===== src/rtl/fpcu_pkg.sv =====
package fpcu_pkg;
  parameter int STAT_W    = 38;
  parameter int EXC_W     = 5;
  parameter int CUR_LO    = 0;
  parameter int ACC_LO    = CUR_LO + 5;
  parameter int TEM_LO    = CUR_LO + 23;
  parameter int TT_LO     = 14;
  parameter int TT_W      = 3;
  parameter int RND_LO    = 30;
  parameter int RND_W     = 2;
  parameter int CC_W      = 2;
  parameter int CC_NUM    = 4;
  parameter int CC_SEL_W  = $clog2(CC_NUM);
  parameter int CC0_LO    = 10;
  parameter int CC_EXT_LO = 32;
  parameter int INV_BIT   = 4;
  parameter logic [TT_W-1:0] TT_IEEE = 3'd1;

  typedef enum logic [CC_W-1:0] {
    REL_EQ = 2'b00,
    REL_LT = 2'b01,
    REL_GT = 2'b10,
    REL_UN = 2'b11
  } rel_e;

  typedef struct packed {
    logic doWrite;
    logic doCompare;
    logic doFlags;
    logic trapTake;
    logic accumOn;
  } ctl_t;

  function automatic int ccLow(input int idx);
    return (idx == 0) ? CC0_LO : CC_EXT_LO + CC_W * (idx - 1);
  endfunction
endpackage


===== src/rtl/fpcu_ctrl.sv =====
module fpcu_ctrl
  import fpcu_pkg::*;
(
  input  logic             clk,
  input  logic             rstN,
  input  logic             wrEn,
  input  logic             cmpValid,
  input  logic [CC_W-1:0]  cmpRel,
  input  logic             cmpSignal,
  input  logic             flagValid,
  input  logic [EXC_W-1:0] ieeeFlags,
  input  logic [EXC_W-1:0] trapEn,
  output ctl_t             ctl,
  output logic             trapPulse
);
  logic unordered;
  logic cmpTrap;
  logic flagTrap;

  always_comb begin
    ctl.doWrite   = wrEn;
    ctl.doCompare = cmpValid && !wrEn;
    ctl.doFlags   = flagValid && !wrEn && !cmpValid;
    unordered     = (cmpRel == REL_UN);
    cmpTrap       = ctl.doCompare && unordered && (cmpSignal || trapEn[INV_BIT]);
    flagTrap      = ctl.doFlags && (|(ieeeFlags & trapEn));
    ctl.trapTake  = cmpTrap || flagTrap;
    ctl.accumOn   = (ctl.doCompare && unordered && !cmpTrap) ||
                    (ctl.doFlags && !flagTrap);
  end

  always_ff @(posedge clk or negedge rstN) begin
    if (!rstN) trapPulse <= 1'b0;
    else       trapPulse <= ctl.trapTake;
  end

  // a write masks any trap in its cycle
  a_r2_write_no_trap: assert property (@(posedge clk) disable iff (!rstN)
    wrEn |=> !trapPulse);

  // signaling unordered compare always traps
  a_r4_signal_trap: assert property (@(posedge clk) disable iff (!rstN)
    (cmpValid && !wrEn && cmpRel == REL_UN && cmpSignal) |=> trapPulse);
endmodule


===== src/rtl/fpcu_dp.sv =====
module fpcu_dp
  import fpcu_pkg::*;
(
  input  logic                clk,
  input  logic                rstN,
  input  ctl_t                ctl,
  input  logic [STAT_W-1:0]   wrData,
  input  logic [CC_W-1:0]     cmpRel,
  input  logic [CC_SEL_W-1:0] ccSel,
  input  logic [EXC_W-1:0]    ieeeFlags,
  output logic [STAT_W-1:0]   stat,
  output logic [3:0]          roundSel
);
  localparam int RND_NUM = 1 << RND_W;

  logic [CC_NUM-1:0][STAT_W-1:0] ccMask;
  logic [CC_NUM-1:0][STAT_W-1:0] ccPlaced;
  logic [STAT_W-1:0]             nxt;
  logic [EXC_W-1:0]              accBits;

  for (genvar g = 0; g < CC_NUM; g++) begin : gCcField
    localparam int LO = ccLow(g);
    assign ccMask[g]   = {{(STAT_W-CC_W){1'b0}}, {CC_W{1'b1}}} << LO;
    assign ccPlaced[g] = {{(STAT_W-CC_W){1'b0}}, cmpRel} << LO;

    // selected field takes the relation code
    a_r3_field_written: assert property (@(posedge clk) disable iff (!rstN)
      (ctl.doCompare && ccSel == CC_SEL_W'(g)) |=> (stat[LO +: CC_W] == $past(cmpRel)));
    // unselected fields keep their value
    a_r3_field_kept: assert property (@(posedge clk) disable iff (!rstN)
      (ctl.doCompare && ccSel != CC_SEL_W'(g)) |=> $stable(stat[LO +: CC_W]));
  end

  for (genvar r = 0; r < RND_NUM; r++) begin : gRound
    assign roundSel[r] = (stat[RND_LO +: RND_W] == RND_W'(r));
  end

  always_comb begin
    accBits = ctl.doCompare ? (EXC_W'(1) << INV_BIT) : ieeeFlags;
    nxt     = stat;
    if (ctl.doWrite) begin
      nxt = wrData;
    end else begin
      if (ctl.doCompare) begin
        nxt = (nxt & ~ccMask[ccSel]) | ccPlaced[ccSel];
        if (ctl.trapTake) nxt[CUR_LO + INV_BIT] = 1'b1;
      end
      if (ctl.doFlags)  nxt[CUR_LO +: EXC_W] = ieeeFlags;
      if (ctl.trapTake) nxt[TT_LO +: TT_W]   = TT_IEEE;
      if (ctl.accumOn)  nxt[ACC_LO +: EXC_W] = stat[ACC_LO +: EXC_W] | accBits;
    end
  end

  always_ff @(posedge clk or negedge rstN) begin
    if (!rstN) stat <= '0;
    else       stat <= nxt;
  end

  // write loads the whole word
  a_r2_write_load: assert property (@(posedge clk) disable iff (!rstN)
    ctl.doWrite |=> (stat == $past(wrData)));
  // trap marks trap type
  a_r7_trap_type: assert property (@(posedge clk) disable iff (!rstN)
    ctl.trapTake |=> (stat[TT_LO +: TT_W] == TT_IEEE));
  // accrued field is held on a trap
  a_r7_acc_hold: assert property (@(posedge clk) disable iff (!rstN)
    ctl.trapTake |=> $stable(stat[ACC_LO +: EXC_W]));
  // accrued bits never drop without a write
  a_r8_acc_sticky: assert property (@(posedge clk) disable iff (!rstN)
    !ctl.doWrite |=> ((stat[ACC_LO +: EXC_W] & $past(stat[ACC_LO +: EXC_W])) ==
                      $past(stat[ACC_LO +: EXC_W])));
endmodule


===== src/rtl/fp_cmp_status.sv =====
module fp_cmp_status
  import fpcu_pkg::*;
(
  input  logic                clk,
  input  logic                rstN,
  input  logic                wrEn,
  input  logic [STAT_W-1:0]   wrData,
  input  logic                cmpValid,
  input  logic [CC_W-1:0]     cmpRel,
  input  logic [CC_SEL_W-1:0] ccSel,
  input  logic                cmpSignal,
  input  logic                flagValid,
  input  logic [EXC_W-1:0]    ieeeFlags,
  output logic [STAT_W-1:0]   status,
  output logic                trapPulse,
  output logic [3:0]          roundSel
);
  ctl_t ctl;

  fpcu_ctrl u_ctrl (
    .clk       (clk),
    .rstN      (rstN),
    .wrEn      (wrEn),
    .cmpValid  (cmpValid),
    .cmpRel    (cmpRel),
    .cmpSignal (cmpSignal),
    .flagValid (flagValid),
    .ieeeFlags (ieeeFlags),
    .trapEn    (status[TEM_LO +: EXC_W]),
    .ctl       (ctl),
    .trapPulse (trapPulse)
  );

  fpcu_dp u_dp (
    .clk       (clk),
    .rstN      (rstN),
    .ctl       (ctl),
    .wrData    (wrData),
    .cmpRel    (cmpRel),
    .ccSel     (ccSel),
    .ieeeFlags (ieeeFlags),
    .stat      (status),
    .roundSel  (roundSel)
  );

  // compare beats flags, current field kept on an ordered compare
  a_r9_flags_dropped: assert property (@(posedge clk) disable iff (!rstN)
    (cmpValid && flagValid && !wrEn && cmpRel != REL_UN) |=>
      $stable(status[CUR_LO +: EXC_W]));
  // a trap pulse always comes with the IEEE trap type
  a_r11_pulse_type: assert property (@(posedge clk) disable iff (!rstN)
    trapPulse |-> (status[TT_LO +: TT_W] == TT_IEEE));
  // rounding selector is one-hot
  a_r10_round_onehot: assert property (@(posedge clk) disable iff (!rstN)
    $countones(roundSel) == 1);
endmodule


===== config.mk =====
export PLATFORM = sky130hd
export DESIGN_NAME = fp_cmp_status
export DESIGN_NICKNAME = d
export VERILOG_FILES = /design/src/rtl/fpcu_pkg.sv /design/src/rtl/fpcu_ctrl.sv /design/src/rtl/fpcu_dp.sv /design/src/rtl/fp_cmp_status.sv
export SDC_FILE = /design/constraint.sdc
export NUM_CORES = 1
export LEC_CHECK = 0
export CORE_AREA = 4 4 69 71
export CTS_BUF_LIST = sky130_fd_sc_hd__clkbuf_4 sky130_fd_sc_hd__clkbuf_8
export DETAILED_ROUTE_END_ITERATION = 8
export DIE_AREA = 0 0 73 75
export PLACE_DENSITY = 0.81
export SYNTH_ARGS = -nofsm -noshare
export SYNTH_HDL_FRONTEND = slang
export SYNTH_HIERARCHICAL = 1
export SYNTH_SLANG_ARGS = --single-unit

===== constraint.sdc =====
create_clock -name clk -period 2.4 [get_ports clk]
set_clock_uncertainty 0.15 [all_clocks]
set_input_delay 0.24 -clock clk [delete_from_list [all_inputs] [get_ports clk]]
set_output_delay 0.24 -clock clk [all_outputs]
set_load 0.05 [all_outputs]

# Word-level counts from Yosys, hierarchy flattened
# Index checks and enable logic that the tools add are counted.
# totals
regBits	39
input_bits	53
out_inout_bits	43
elab_cells	47
# classes
n_lt_le_gt_ge	1
n_eq_ne	4
n_mux	11
n_bitwise	5
reduce_logical	21
# ops
op	count
$bmux W38 S2	2
$mux W38	4
$and A38 B38 Y38	1
$not A38 Y38	1
$or A38 B38 Y38	1
$mux W5	3
$reduce_bool A3 Y1	3
$logic_and A1 B1 Y1	8
$eq A2 B2 Y1 const B	3
$and A5 B5 Y5	1
$or A5 B5 Y5	1
$reduce_or A5 Y1	1
$logic_not A1 Y1	4
$logic_or A1 B1 Y1	3
$lt A2 B3 Y1 const B	1
$mux W3	1
$eq A2 B1 Y1 const B	1
$logic_not A2 Y1	1
$reduce_bool A2 Y1	1
$mux W1	1

# Depth between registers and ports, before layout
# Gate-level depths: netlist of the first run.
# logic_depth
word_depth	9
mapped_depth	6
depth_no_buf	6

# Modules after synthesis
# Netlist of the first run, hierarchy kept.
# by_module_without_submodules
mod	instances	cells_each	area_per_inst_um2	seq_area_each_um2
fpcu_dp	1	125	1624.1	950.9
fpcu_ctrl	1	12	97.6	25.0

# Worst setup path before layout of the first run
# OpenSTA, ideal clock, no wires.
# synth_timing
path_type	flip-flop to output port
start	register u_dp.stat[31]
end	output port roundSel[2]
arrival_ns	1.444
t_required_ns	2.010
slack_ns	0.566
stages_incl_launch_ff	2
path_buffers	0
cell_sequence	dfrtp_1 -> nor2b_1
# synth_between
elab_chain_len	1
# synth_lines
item	line_no	source
from (decl)	fpcu_dp.sv:11	output logic [STAT_W-1:0] stat,
from (signal assigned)	fpcu_dp.sv:56	else stat <= nxt;
$eq A2 B2 Y1	fpcu_dp.sv:35	assign roundSel[r] = (stat[RND_LO +: RND_W] == RND_W'(r));
to (decl)	fp_cmp_status.sv:16	output logic [3:0] roundSel
# Every way passes these cells.

# Final worst setup path of the first run
# Same ends and word-level chain as after synthesis.

==> impl_metrics.yaml, run 1 <==
worst_setup_path:
  cp-end-kind: "output port"
  reg2reg_depth: 5
  r2r-start: "u_dp/stat[23]"
  required_ps: 2010
  crit_fanout: 6
  regToRegSetupSlack_ps: 650
  startpoint: "u_dp/stat[31]"
  endpoint: "roundSel[2]"
  r2r-end: "u_dp/stat[4]"
  worstSetupPathType: "flop to output port"
  critPathLaunchType: "flop"
  cp.arrival_ps: 1650
sta:
  min_period_ps: 2040
  max_freq_ghz: 0.490
  tightestPinTransition_ps: 871
  setup_viol: 0
  maxSlewHeadroom_pct: 41.9
  hold_viol: 0
  fin_crit_sh_pct: 85.0
  maxSlewViolCount: 0
  fin_tns_setup_ps: 0
  grt_setup_unrepaired: "false"
route:
  route.detailed.drc: 0
  num_vias: 1391
  drtIter0Drc: 78
  drt.antenna.violating_nets: 0
  routedWlPerCell_um: 15.4
  drt-pass1-iter-count: 4
  viasPerCell: 4.85
  wirelength_um: 4420
synthesis:
  ys_warn_count: 6
  ys_seq_area_share_pct: 56.7
  syn_area_mm2: 0.00172
  synth.ff_latch_count: 39
  syn_nets: 190
  synth_cells: 137
  yosysUniqueCellTypes: 24
  avgSynthCellArea_um2: 12.6
place:
  place_congestion: 0.803
  dpl.hpwl_um: 3290
  io_buffers: 95
floorplan:
  die_h_um: 75
  num_rows: 24
  dieWidth_um: 73
  floorplan.initialDensity_pct: 40.7
  ios: 96
  core_mm2: 0.00423
  die_area_mm2: 0.00548
global_routing:
  grt_usage_pct: 16.4
  grt_overflow: 0
  grt_pass1_wl_um: 6730
  antenna_found_initial: 0
  grt_max_degree: 51
  grt_pass1_vias: 1383
clock_tree:
  htree_levels: 2
  cts.sinks: 39
  clockBufferDepth: 2
  post-cts-setup-buffer-count: 0
  cts_buffers: 5
  path_clk_slew_ps: 70
  cts_tree: "done"
  clock-root-buffer: "clkbuf_8"
  clk_latency_ps: 280
power_and_ir_drop:
  peakVddDrop_v: 0.000437
  total_power_uw: 1850
  p_per_area_mw_per_mm2: 660
  p_leak_uw: 0.00114
finish:
  drive_gt1_share_pct: 16.6
  nets: 287
  fin_util_pct: 66.2
  diodes: 0
  area_growth_pct: 62.9
min_path:
  hp-class: "flop to flop"
job:
  maxCapViolations: 0
run_status:
  outcome: "completed"
-- worst min path at each step --
stage	start	endpoint	slack, ps	cells past startpoint
finish	u_dp/stat[17]	u_dp/stat[17]	360	1
global route	wrData[3]	u_dp/stat[3]	370	3
CTS	wrData[7]	u_dp/stat[7]	360	3
detailed placement	rstN	u_dp/stat[17]	260	1
global placement	rstN	u_dp/stat[17]	260	1
floorplan	rstN	u_ctrl/trapPulse	-210	0
-- cell families (layout without fill, tap and decap cells) --
family / count (synthesis) / after routing / synth area share, %
AO/OA/AOI/OAI: 23 / 23 / 8.21
AND/OR/NAND/NOR: 30 / 30 / 9.01
multiplexers: 37 / 37 / 23.9
buffers and inverters: 8 / 106 / 2.18
flip-flops: 39 / 39 / 56.7
-- area by class of cell --
type | instances | area [um2]
fill | 329 | 1430
sequential | 39 | 976
timing repair buffer | 98 | 966
multi-input combinational | 90 | 708
clock buffer | 7 | 83.8
tap | 52 | 65.1
clock inverter | 1 | 5.00
-- through the flow --
stage / std cells / setup WS [ps] / cell area [um2] / hold WS (ps)
5_1_grt: 287 / 161 / 2800 / 366
6_report: 287 / 360 / 2800 / 359
3_5_place_dp: 278 / 104 / 2710 / 260
3_3_place_gp: 278 / 138 / 2710 / 260
4_1_cts: 287 / 335 / 2800 / 360
2_1_floorplan: 137 / 566 / 1720 / -206
-- flip-flops by register name, summed over array words and instances, names as in the netlist --
signal            cells
u_ctrl/trapPulse      1
u_dp/stat            38
-- metal layers --
| metal | vias up | wire length [um] | GRT usage [%] |
|---|---|---|---|
| met5 | - | 0 | 0 |
| met4 | 0 | 55 | 5.53 |
| met3 | 5 | 253 | 4.94 |
| met2 | 45 | 2200 | 27.0 |
| met1 | 662 | 1910 | 20.7 |
| li1 | 679 | - | - |
-- critical path: stages (launching register included) --
cell and delay [ps]:
dfrtp_1 410, nor2b_1 150, clkdlybuf4s50_1 810
-- cell usage in the layout, fill, tap and decap left out --
master and n:
dlygate4sd3_1 1, o21ai_0 10, mux2i_1 4, a211oi_1 1, clkbuf_8 5, o2bb2ai_1 1, and2b_1 1, nor2b_1 5
and2_1 1, clkdlybuf4s50_1 93, o31ai_1 2, nand2_1 11, nand3_1 3, dfrtp_1 39, buf_4 2, buf_2 2
a22oi_1 1, clkbuf_4 2, a222oi_1 1, mux2_1 7, nand3b_1 2, a21oi_1 5, clkinv_2 1, nor3b_1 1
a22o_1 2, mux2_2 26, nor2_1 5, nor3b_2 1
-- repair_timing --
item | CTS | global route
gates resized for setup | 0 | 0
hold buffers | 1 | 0
setup endpoints to repair | 0 | 0
endpoints found under the hold margin | 39 | 0
-- Yosys cell counts (all sizes together) --
| cell type | number | share of area, % |
|---|---|---|
| o31ai | 2 | 0.87 |
| nand3b | 2 | 0.87 |
| a22oi | 1 | 0.44 |
| mux2 | 33 | 22 |
| nor3b | 2 | 1.2 |
| clkbuf | 4 | 0.87 |
| a211oi | 1 | 0.44 |
| mux2i | 4 | 2.3 |
| a22o | 2 | 1.0 |
| a222oi | 1 | 0.58 |
| nor2 | 5 | 1.1 |
| and2b | 1 | 0.44 |
| dfrtp | 39 | 57 |
| buf | 4 | 1.3 |
| o21ai | 10 | 2.9 |
| nor2b | 5 | 1.8 |
| nand2 | 11 | 2.4 |
| and2 | 1 | 0.36 |
| a21oi | 5 | 1.5 |
| nand3 | 3 | 0.87 |
| o2bb2ai | 1 | 0.51 |
-- where the power goes --
| part | internal [uW] | switching (uW) |
|---|---|---|
| sequential | 723 | 39.8 |
| clock | 227 | 220 |
| combinational | 265 | 377 |
Power figures use the tool's default switching activity.
==> run 2, diff against run 1 <==
CORE_AREA = 4 4 71 73   (was 4 4 69 71)
DIE_AREA = 0 0 75 77   (was 0 0 73 75)
PLACE_DENSITY = 0.77   (was 0.81)
clock period = 1.9 ns   (was 2.4 ns; I/O delays follow)
==> impl_metrics.yaml, run 2 (synthesis gave the netlist of run 1 again) <==
floorplan:
  dieWidth_um: 75
  ios: 96
  core_mm2: 0.00435
  die_h_um: 77
  floorplan.initialDensity_pct: 39.5
  die_area_mm2: 0.00578
  num_rows: 24
worst_setup_path:
  crit_fanout: 3
  cp.arrival_ps: 1470
  r2r-end: "u_dp/stat[4]"
  cp-end-kind: "output port"
  crit_family: "buffers and inverters"
  critPathLaunchType: "flop"
  worstSetupPathType: "flop to output port"
  required_ps: 1560
  crit_slowest_cell: "clkdlybuf4s50_1"
  slowest_delay_ps: 810
  reg2reg_depth: 6
  regToRegSetupSlack_ps: 150
  cp_cell_sequence: "clkdlybuf4s50_1"
  startpoint: "u_dp/stat[26]"
  crit_buf_inv: 1
  r2r-start: "u_dp/stat[23]"
route:
  num_vias: 1458
  drt.antenna.violating_nets: 0
  viasPerCell: 4.83
  routedWlPerCell_um: 15.2
  drt-pass1-iter-count: 4
  drtIter0Drc: 43
  route.detailed.drc: 0
  wirelength_um: 4600
global_routing:
  grt_pass1_vias: 1465
  grt_overflow: 0
  grt_pass1_wl_um: 7090
  antenna_found_initial: 0
  grt_usage_pct: 16.0
  grt_max_degree: 51
sta:
  maxSlewHeadroom_pct: 64.6
  fin_crit_sh_pct: 95.4
  hold_viol: 0
  max_freq_ghz: 0.552
  maxSlewViolCount: 0
  tightestPinTransition_ps: 530
  min_period_ps: 1810
  setup_viol: 0
finish:
  reg.largest.list: "u_dp/stat x38, u_ctrl/trapPulse x1"
  final_cell_mix: "clkdlybuf4s50_1 (81), dfrtp_1 (39), buf_4 (26), mux2_2 (26), nand2_1 (11)"
  diodes: 0
  design_area_mm2: 0.00292
  finalNonFillerCells: 302
  largest_reg_flops: 38
  top_register: "u_dp/stat"
  area_growth_pct: 69.8
  nets: 302
  n_fill_cell: 350
  drive_gt1_share_pct: 27.2
  final_common_cell: "clkdlybuf4s50_1"
place:
  dpl-instance-area_mm2: 0.00280
  io_buffers: 95
  place_congestion: 0.776
  dp_cells: 292
  dpl.hpwl_um: 3570
clock_tree:
  clock-root-buffer: "clkbuf_8"
  cts_tree: "done"
  cts.sinks: 39
  path_clk_slew_ps: 70
  htree_levels: 2
  clockBufferDepth: 2
  clk_latency_ps: 290
  cts_buffers: 5
power_and_ir_drop:
  p_leak_uw: 0.00125
  peakVddDrop_v: 0.000503
  p_per_area_mw_per_mm2: 809
run_status:
  outcome: "completed"
min_path:
  hp-class: "input pin to async pin"
job:
  maxCapViolations: 0
run 2: cell types whose count changed in the layout (fill, tap and decap cells not counted), sizes merged:
cell | before | now
clkdlybuf4s50 | 93 | 81
buf | 4 | 29
dlymetal6s2s | 0 | 2
run 2: power by group:
group,internal (uW),switching [uW]
combinational,352,484
clock,286,279
sequential,913,50.1
run 2: worst max-delay path by stage:
stage	end	slack, ps	cells after the start
4_1_cts	status[30]	20	1
6_report	status[26]	90	1
5_1_grt	u_dp/stat[4]	-0.7	6
2_1_floorplan	u_dp/stat[4]	80	5
3_3_place_gp	u_dp/stat[7]	-110	8
3_5_place_dp	u_dp/stat[5]	-230	8
run 2: stage by stage:
stage | hold slack, ps | setup TNS [ps] | worst slack [ps] | util [%] | total power, uW
2_1_floorplan | -256 | 0 | 81.6 | - | 1440
3_3_place_gp | 11.9 | -1220 | -106 | 64.3 | 1800
3_5_place_dp | 10.8 | -1870 | -225 | 64.3 | 1820
4_1_cts | 244 | 0 | 22.4 | 66.5 | 2390
5_1_grt | 271 | -0.714 | -0.714 | 67.1 | 2470
6_report | 231 | 0 | 88.2 | 67.1 | 2360
run 2: cell type report:
cell class | count | area, um2 | share of cell area, %
Timing Repair Buffer | 113 | 1070 | 36.6
Sequential cell | 39 | 976 | 33.4
Multi-Input combinational cell | 90 | 722 | 24.7
Clock buffer | 7 | 83.8 | 2.87
Tap cell | 52 | 65.1 | 2.23
Clock inverter | 1 | 5.00 | 0.171
run 2: what timing repair did:
| action | CTS | global route |
|---|---|---|
| hold endpoints to repair | 18 | 0 |
| resized for setup | 0 | 6 |
| hold buffers | 1 | 0 |
| setup buffers | 0 | 1 |
| setup endpoints to repair | 0 | 7 |
run 2: per-layer routing:
| metal | global-route usage (%) | up-vias | part of all wire, % |
|---|---|---|---|
| met5 | 0 | - | 0 |
| met1 | 20.6 | 677 | 42 |
| met3 | 6.14 | 7 | 12 |
| met4 | 4.27 | 0 | 1.2 |
| li1 | - | 708 | - |
| met2 | 24.9 | 66 | 45 |
